### config.mk
export PLATFORM = sky130hd
export DESIGN_NAME = latched_piso
export DESIGN_NICKNAME = d
export VERILOG_FILES = /design/src/rtl/lpiso_pkg.sv /design/src/rtl/pin_sync.sv /design/src/rtl/capture_reg.sv /design/src/rtl/shift_chain.sv /design/src/rtl/latched_piso.sv
export SDC_FILE = /design/constraint.sdc
export NUM_CORES = 1
export LEC_CHECK = 0
export ABC_CLOCK_PERIOD_IN_PS = 3000
export CAP_MARGIN = 25
export CORE_MARGIN = 10
export CORE_UTILIZATION = 49
export CTS_CLUSTER_DIAMETER = 40
export DETAILED_ROUTE_END_ITERATION = 6
export PLACE_DENSITY_LB_ADDON = 0.05
export SYNTH_ARGS = -nofsm -noshare
export SYNTH_HDL_FRONTEND = slang
export SYNTH_SLANG_ARGS = --single-unit
### constraint.sdc
create_clock -name clk -period 3 [get_ports clk]
set_input_delay 0.9 -clock clk [delete_from_list [all_inputs] [get_ports clk]]
set_output_delay 0.9 -clock clk [all_outputs]
set_load 0.01 [all_outputs]
### src/rtl/lpiso_pkg.sv
package lpiso_pkg;
  typedef enum logic [1:0] {
    SH_HOLD  = 2'd0,
    SH_SHIFT = 2'd1,
    SH_LOAD  = 2'd2,
    SH_CLEAR = 2'd3
  } sh_op_e;

  localparam int PIN_CAP   = 0;
  localparam int PIN_SH    = 1;
  localparam int PIN_LOADN = 2;
  localparam int PIN_CLRN  = 3;
  localparam int PIN_COUNT = 4;
endpackage

### src/rtl/pin_sync.sv
module pin_sync #(
  parameter int N = 4,
  parameter int STAGES = 2,
  parameter logic [N-1:0] IDLE = '0
) (
  input  logic         clk,
  input  logic         rst_n,
  input  logic [N-1:0] pins_in,
  output logic [N-1:0] pins_out
);
  logic [N-1:0] stage_q [STAGES];

  always_ff @(posedge clk) begin
    if (!rst_n) begin
      for (int s = 0; s < STAGES; s++) stage_q[s] <= IDLE;
    end else begin
      stage_q[0] <= pins_in;
      for (int s = 1; s < STAGES; s++) stage_q[s] <= stage_q[s-1];
    end
  end

  assign pins_out = stage_q[STAGES-1];
endmodule

### src/rtl/capture_reg.sv
module capture_reg #(
  parameter int WIDTH = 8
) (
  input  logic             clk,
  input  logic             rst_n,
  input  logic             cap_en,
  input  logic [WIDTH-1:0] d,
  output logic [WIDTH-1:0] store
);
  always_ff @(posedge clk) begin
    if (!rst_n)      store <= '0;
    else if (cap_en) store <= d;
  end

  // a detected strobe edge takes the pins
  assert_take_R1: assert property (@(posedge clk) disable iff (!rst_n)
    cap_en |=> store == $past(d));
  // without an edge the word is frozen
  assert_hold_R2: assert property (@(posedge clk) disable iff (!rst_n)
    !cap_en |=> $stable(store));
endmodule

### src/rtl/shift_chain.sv
module shift_chain
  import lpiso_pkg::*;
#(
  parameter int WIDTH = 8
) (
  input  logic             clk,
  input  logic             rst_n,
  input  sh_op_e           op,
  input  logic [WIDTH-1:0] par_in,
  input  logic             ser_in,
  output logic [WIDTH-1:0] q
);
  always_ff @(posedge clk) begin
    if (!rst_n) begin
      q <= '0;
    end else begin
      unique case (op)
        SH_CLEAR: q <= '0;
        SH_LOAD:  q <= par_in;
        SH_SHIFT: q <= {q[WIDTH-2:0], ser_in};
        default:  q <= q;
      endcase
    end
  end

  // clear empties the register
  assert_clear_R6: assert property (@(posedge clk) disable iff (!rst_n)
    op == SH_CLEAR |=> q == '0);
  // load copies the stored word
  assert_load_R3: assert property (@(posedge clk) disable iff (!rst_n)
    op == SH_LOAD |=> q == $past(par_in));
  // shift moves toward the MSB and fills from the cascade input
  assert_shift_R4: assert property (@(posedge clk) disable iff (!rst_n)
    op == SH_SHIFT |=> q == {$past(q[WIDTH-2:0]), $past(ser_in)});
endmodule

### src/rtl/latched_piso.sv
module latched_piso
  import lpiso_pkg::*;
#(
  parameter int WIDTH = 8,
  parameter int SYNC_STAGES = 2
) (
  input  logic             clk,
  input  logic             rst_n,
  input  logic [WIDTH-1:0] par_d,
  input  logic             cap_clk,
  input  logic             sh_clk,
  input  logic             load_n,
  input  logic             clr_n,
  input  logic             casc_in,
  input  logic             sel_n,
  output logic             sdo,
  output logic             sdo_oe
);
  localparam logic [PIN_COUNT-1:0] PIN_IDLE = 4'b1100;

  logic [PIN_COUNT-1:0] pins_raw;
  logic [PIN_COUNT-1:0] pins_s;
  logic [1:0]           strobe_prev;
  logic                 cap_rise;
  logic                 sh_rise;
  logic [WIDTH-1:0]     stored;
  logic [WIDTH-1:0]     shreg;
  sh_op_e               op;

  assign pins_raw = {clr_n, load_n, sh_clk, cap_clk};

  pin_sync #(
    .N(PIN_COUNT), .STAGES(SYNC_STAGES), .IDLE(PIN_IDLE)
  ) u_sync (
    .clk(clk), .rst_n(rst_n), .pins_in(pins_raw), .pins_out(pins_s)
  );

  always_ff @(posedge clk) begin
    if (!rst_n) strobe_prev <= 2'b00;
    else        strobe_prev <= {pins_s[PIN_SH], pins_s[PIN_CAP]};
  end

  assign cap_rise = pins_s[PIN_CAP] & ~strobe_prev[0];
  assign sh_rise  = pins_s[PIN_SH]  & ~strobe_prev[1];

  always_comb begin
    if (!pins_s[PIN_CLRN])       op = SH_CLEAR;
    else if (!pins_s[PIN_LOADN]) op = SH_LOAD;
    else if (sh_rise)            op = SH_SHIFT;
    else                         op = SH_HOLD;
  end

  capture_reg #(.WIDTH(WIDTH)) u_cap (
    .clk(clk), .rst_n(rst_n), .cap_en(cap_rise), .d(par_d), .store(stored)
  );

  shift_chain #(.WIDTH(WIDTH)) u_shift (
    .clk(clk), .rst_n(rst_n), .op(op), .par_in(stored),
    .ser_in(casc_in), .q(shreg)
  );

  assign sdo    = shreg[WIDTH-1];
  assign sdo_oe = ~sel_n;

  // clear wins over load at the serial output
  assert_clear_wins_R7: assert property (@(posedge clk) disable iff (!rst_n)
    (!pins_s[PIN_CLRN] && !pins_s[PIN_LOADN]) |=> !sdo);
  // a shift edge during load does not disturb the loaded word
  assert_load_first_R5: assert property (@(posedge clk) disable iff (!rst_n)
    (pins_s[PIN_CLRN] && !pins_s[PIN_LOADN] && sh_rise) |=> shreg == $past(stored));
endmodule

; ---- After elaboration in Yosys (flattened, before gate mapping)
; Memories as Yosys holds them, arrays and structs flattened.
; Index checks and enable logic that the tools add are counted.
[op_classes]
n_addsub = 0
mul = 0
n_div = 0
n_lt_le_gt_ge = 0
eq_ne = 3
n_shift = 0
n_mux = 8
n_bitwise = 7
reduce_logical = 1
[ops]
columns = operator, count
row1 = $pmux W8 S3, 1
row2 = $mux W4, 2
row3 = $eq A2 B2 Y1 const B, 2
row4 = $mux W2, 2
row5 = $mux W1, 3
row6 = $not A1 Y1, 3
row7 = $reduce_bool A3 Y1, 1
row8 = $and A1 B1 Y1, 2
row9 = $eq A2 B1 Y1 const B, 1
row10 = $or A1 B1 Y1, 2
[word_totals]
register_bits = 18
latchBits = 0
mem_bits_rw = 8
romBits = 0
input_bits = 16
output_inout_bits = 2
wordCells = 23
n_memories = 1
[memory_table]
columns = memory, words, width, rd, rd_clocked_by_memory_dff, wr, line
row1 = u_sync.stage_q, 2, 4, 2, 0, 2, pin_sync.sv:11  ; logic [N-1:0] stage_q [STAGES];

; ---- Longest topological paths before layout
[logic_depth]
word_depth = 7
ltp_mapped = 4
depth_no_buf = 3

; ---- Cells and area by module
; A second synthesis with hierarchy kept.
[hier_totals]
cells_unflattened = 96
area_unflattened_um2 = 1014.7
[by_module_without_submodules]
columns = module, n_inst, cells_each, area_per_inst_um2, seq_area_each_um2
row1 = shift_chain, 1, 42, 394.1, 160.2
row2 = capture_reg, 1, 25, 301.5, 160.2
row3 = pin_sync, 1, 20, 240.2, 160.2
row4 = latched_piso, 1, 9, 78.8, 40.0

; ---- Least setup slack after synthesis
; OpenSTA, ideal clock, no wires.
[synth_timing]
path_kind = input to output
start = input port sel_n
end = output port sdo_oe
arrival_time_ns = 0.971
required_ns = 2.100
setup_slack_ns = 1.129
path_stages = 1
n_path_buf = 0
path_cell_list = inv_1
[synth_via]
elab_chain_cells = 1
[synth_lines]
columns = item, line
row1 = "start, declared", latched_piso.sv:15  ; input logic sel_n,
row2 = $not A1 Y1, latched_piso.sv:63  ; assign sdo_oe = ~sel_n;
row3 = "end, declared", latched_piso.sv:17  ; output logic sdo_oe
; Every way passes these cells.

; ---- Worst setup path in the final report
; Ends and elaborated chain as after synthesis.

==> qor.yml <==
power:
  p_comb_share_pct: 9.0
  powerDensity_nw_per_um2: 539
  p_int_mw: 0.530
  power.leakage_nw: 0.479
  power_mw: 0.657
  power_frac_seq_pct: 55.3
  vdd_ir_drop_max_mv: 0.330
  p_switching_mw: 0.128
  p_sw_share_pct: 19.4
  pwr-share-clk_pct: 35.7
global_routing:
  grt_pass1_wl_um: 3030
  grt_usage_pct: 8.75
  grt_max_degree: 19
  antenna_found_initial: 0
  grt_pass1_vias: 695
  grt_overflow: 0
synth:
  ys_seq_elements: 26
  yosysMostFrequentCell: "dfxtp_1"
  synth_top_area_share_pct: 53.2
  syn_inst: 80
  synth_cell_types: 18
  ys_top_cells_by_count: "dfxtp_1 (26), mux2i_1 (16), nor2b_1 (9)"
  ys_seq_area_share_pct: 53.2
  yosysTopAreaCell: "dfxtp_1"
  synth-edff-count: 0
  synthesis.nets: 96
  avgSynthCellArea_um2: 12.2
  yosysWarnings: 0
  synth_area_leaders: "dfxtp_1 (53%), mux2i_1 (16%), o2bb2ai_1 (6.3%)"
  ys_async_sr_fraction_pct: 0
  synth_area_um2: 978
  dominantRegCellSynth: "dfxtp_1"
cts:
  clk_latency_ns: 0.32
  root_buffer: "clkbuf_4"
  cts_tree: "done"
  cts_inserted_buffers: 3
  postCtsSetupBuffers: 0
  htree_levels: 1
  clock_path_buffers: 2
  cts.clk_slew.worst_paths_ns: 0.13
  cts_hold_buf: 0
  ctsResizeCount: 0
  cts_sinks: 26
setup_path:
  start_kind: "input pin"
  critPathMaxStageDelay_ns: 0.52
  cp_max_fo: 1
  path_cells: "clkdlybuf4s50_1 -> inv_1 -> clkdlybuf4s50_1"
  crit_arrival_ns: 1.87
  r2r_slack_ns: 1.49
  path_common_cell: "clkdlybuf4s50_1"
  critPathSlowestCell: "clkdlybuf4s50_1"
  cp.required_ns: 2.10
  critPathKind: "input pin to primary output"
  end_kind: "primary output"
final_layout:
  fin_nets: 116
  drive_gt1_share_pct: 11.1
  fillers: 165
  area_growth_pct: 24.7
  n_antenna_cell: 0
  postLayoutCellArea_um2: 1220
detailed_routing:
  first_pass_iters: 4
  drc: 0
  via_per_inst: 4.84
  drt_iter0_markers: 4
  ant_nets: 0
  post_drt_wl_per_cell_um: 12.9
  via_count: 610
  wirelength_um: 1630
flow_run:
  maxCapViolCount: 0
die:
  die_y_um: 64.7
  fp.coreArea_um2: 1920
  initial_utilization_pct: 50.9
  pin_count: 18
  rows: 16
  die_w_um: 64.7
  die-area_um2: 4180
min_path:
  hp-class: "register to register"
timing:
  relSlewSlack_pct: 36.8
  period_share_pct: 92.3
  hold_viol: 0
  maxSlewViolCount: 0
  setup_tns_ns: 0
  tightestPinTransition_ns: 0.946
  finalSetupViolations: 0
  fin_ws_ns: 0.231
  fin_crit_ns: 2.77
  max_freq_ghz: 0.361
  finClkSkew_ns: 0.00511
  rsz0062_at_grt: "false"
place:
  io_buffers: 17
  gp_congestion: 0.730
  dp_hpwl_um: 1150
  placed_cell_area_um2: 1170
  preCtsSetupSlack_ns: 0.219
status:
  status: "complete, no violations"
state kept, by name, summed over array words and instances (netlist names):
register,count
strobe_prev,2
u_cap.store,8
u_shift.q,8
u_sync.stage_q,8
stage by stage:
stage | hold WS (ns) | util, % | instances
4_1_cts | 0.426 | 63.5 | 126
2_1_floorplan | 0.385 | - | 80
3_5_place_dp | 0.391 | 60.7 | 122
5_1_grt | 0.457 | 63.5 | 126
3_3_place_gp | 0.387 | 60.7 | 122
6_report | 0.420 | 63.5 | 126
routing by layer:
metal  wire length [um]  track usage (%)
met1                754             10.4
met2                790             13.9
met3                 75             2.92
met4                  8             4.01
met5                  0                0
power groups by stage:
stage                     sequential [mW]  clock [mW]  combinational, mW
after floorplan                     0.368           0             0.0340
after global placement              0.371           0             0.0588
after detailed placement            0.371           0             0.0596
after CTS                           0.364       0.244             0.0601
after global routing                0.365       0.257             0.0656
final                               0.364       0.235             0.0589
worst paths after layout:
| kind | start | end | depth (start not counted) |
|---|---|---|---|
| worst min-delay path | u_sync.stage_q[0][3]$_SDFF_PN1_ | u_sync.stage_q[0][7]$_SDFF_PN1_ | 1 |
| worst max register to register | u_sync.stage_q[0][4]$_SDFF_PN0_ | u_cap.store[2]$_SDFFE_PN0P_ | 3 |
| worst min register to register | u_sync.stage_q[0][3]$_SDFF_PN1_ | u_sync.stage_q[0][7]$_SDFF_PN1_ | 1 |
| worst max-delay path | sel_n | sdo_oe | 3 |
layout by cell type, fill, tap and decap left out:
cell / n
a211oi_2: 1
and2_1: 6
buf_4: 1
bufinv_16: 1
clkbuf_4: 3
clkdlybuf4s50_1: 17
dfxtp_1: 26
inv_1: 1
inv_6: 1
mux2i_1: 16
nand2_2: 1
nand2b_1: 1
nor2_1: 1
nor2b_1: 9
nor2b_4: 1
nor3_4: 1
o21bai_4: 1
o2bb2ai_1: 7
or2b_1: 4
cells by family after synthesis:
| kind of cell | count (synthesis) | share of synthesized area, % |
|---|---|---|
| compound gates | 9 | 9.46 |
| flops | 26 | 53.2 |
| simple gates | 24 | 17.4 |
| buf+inv | 5 | 3.58 |
| mux | 16 | 16.4 |
final cells by class:
type	instances	area [um^2]	area share, %
flip-flops and latches	26	520	42.7
multi-input cells	49	423	34.7
repair buffers	18	178	14.6
well taps	27	33.8	2.77
clock inverters	1	30.0	2.46
clock buffers	3	22.5	1.85
inverters	2	12.5	1.03
critical path: cells and delay by family:
kind | cells | cell delay, ns
buffers and inverters | 3 | 0.96
Note: power is estimated with default switching activity, not from simulation.
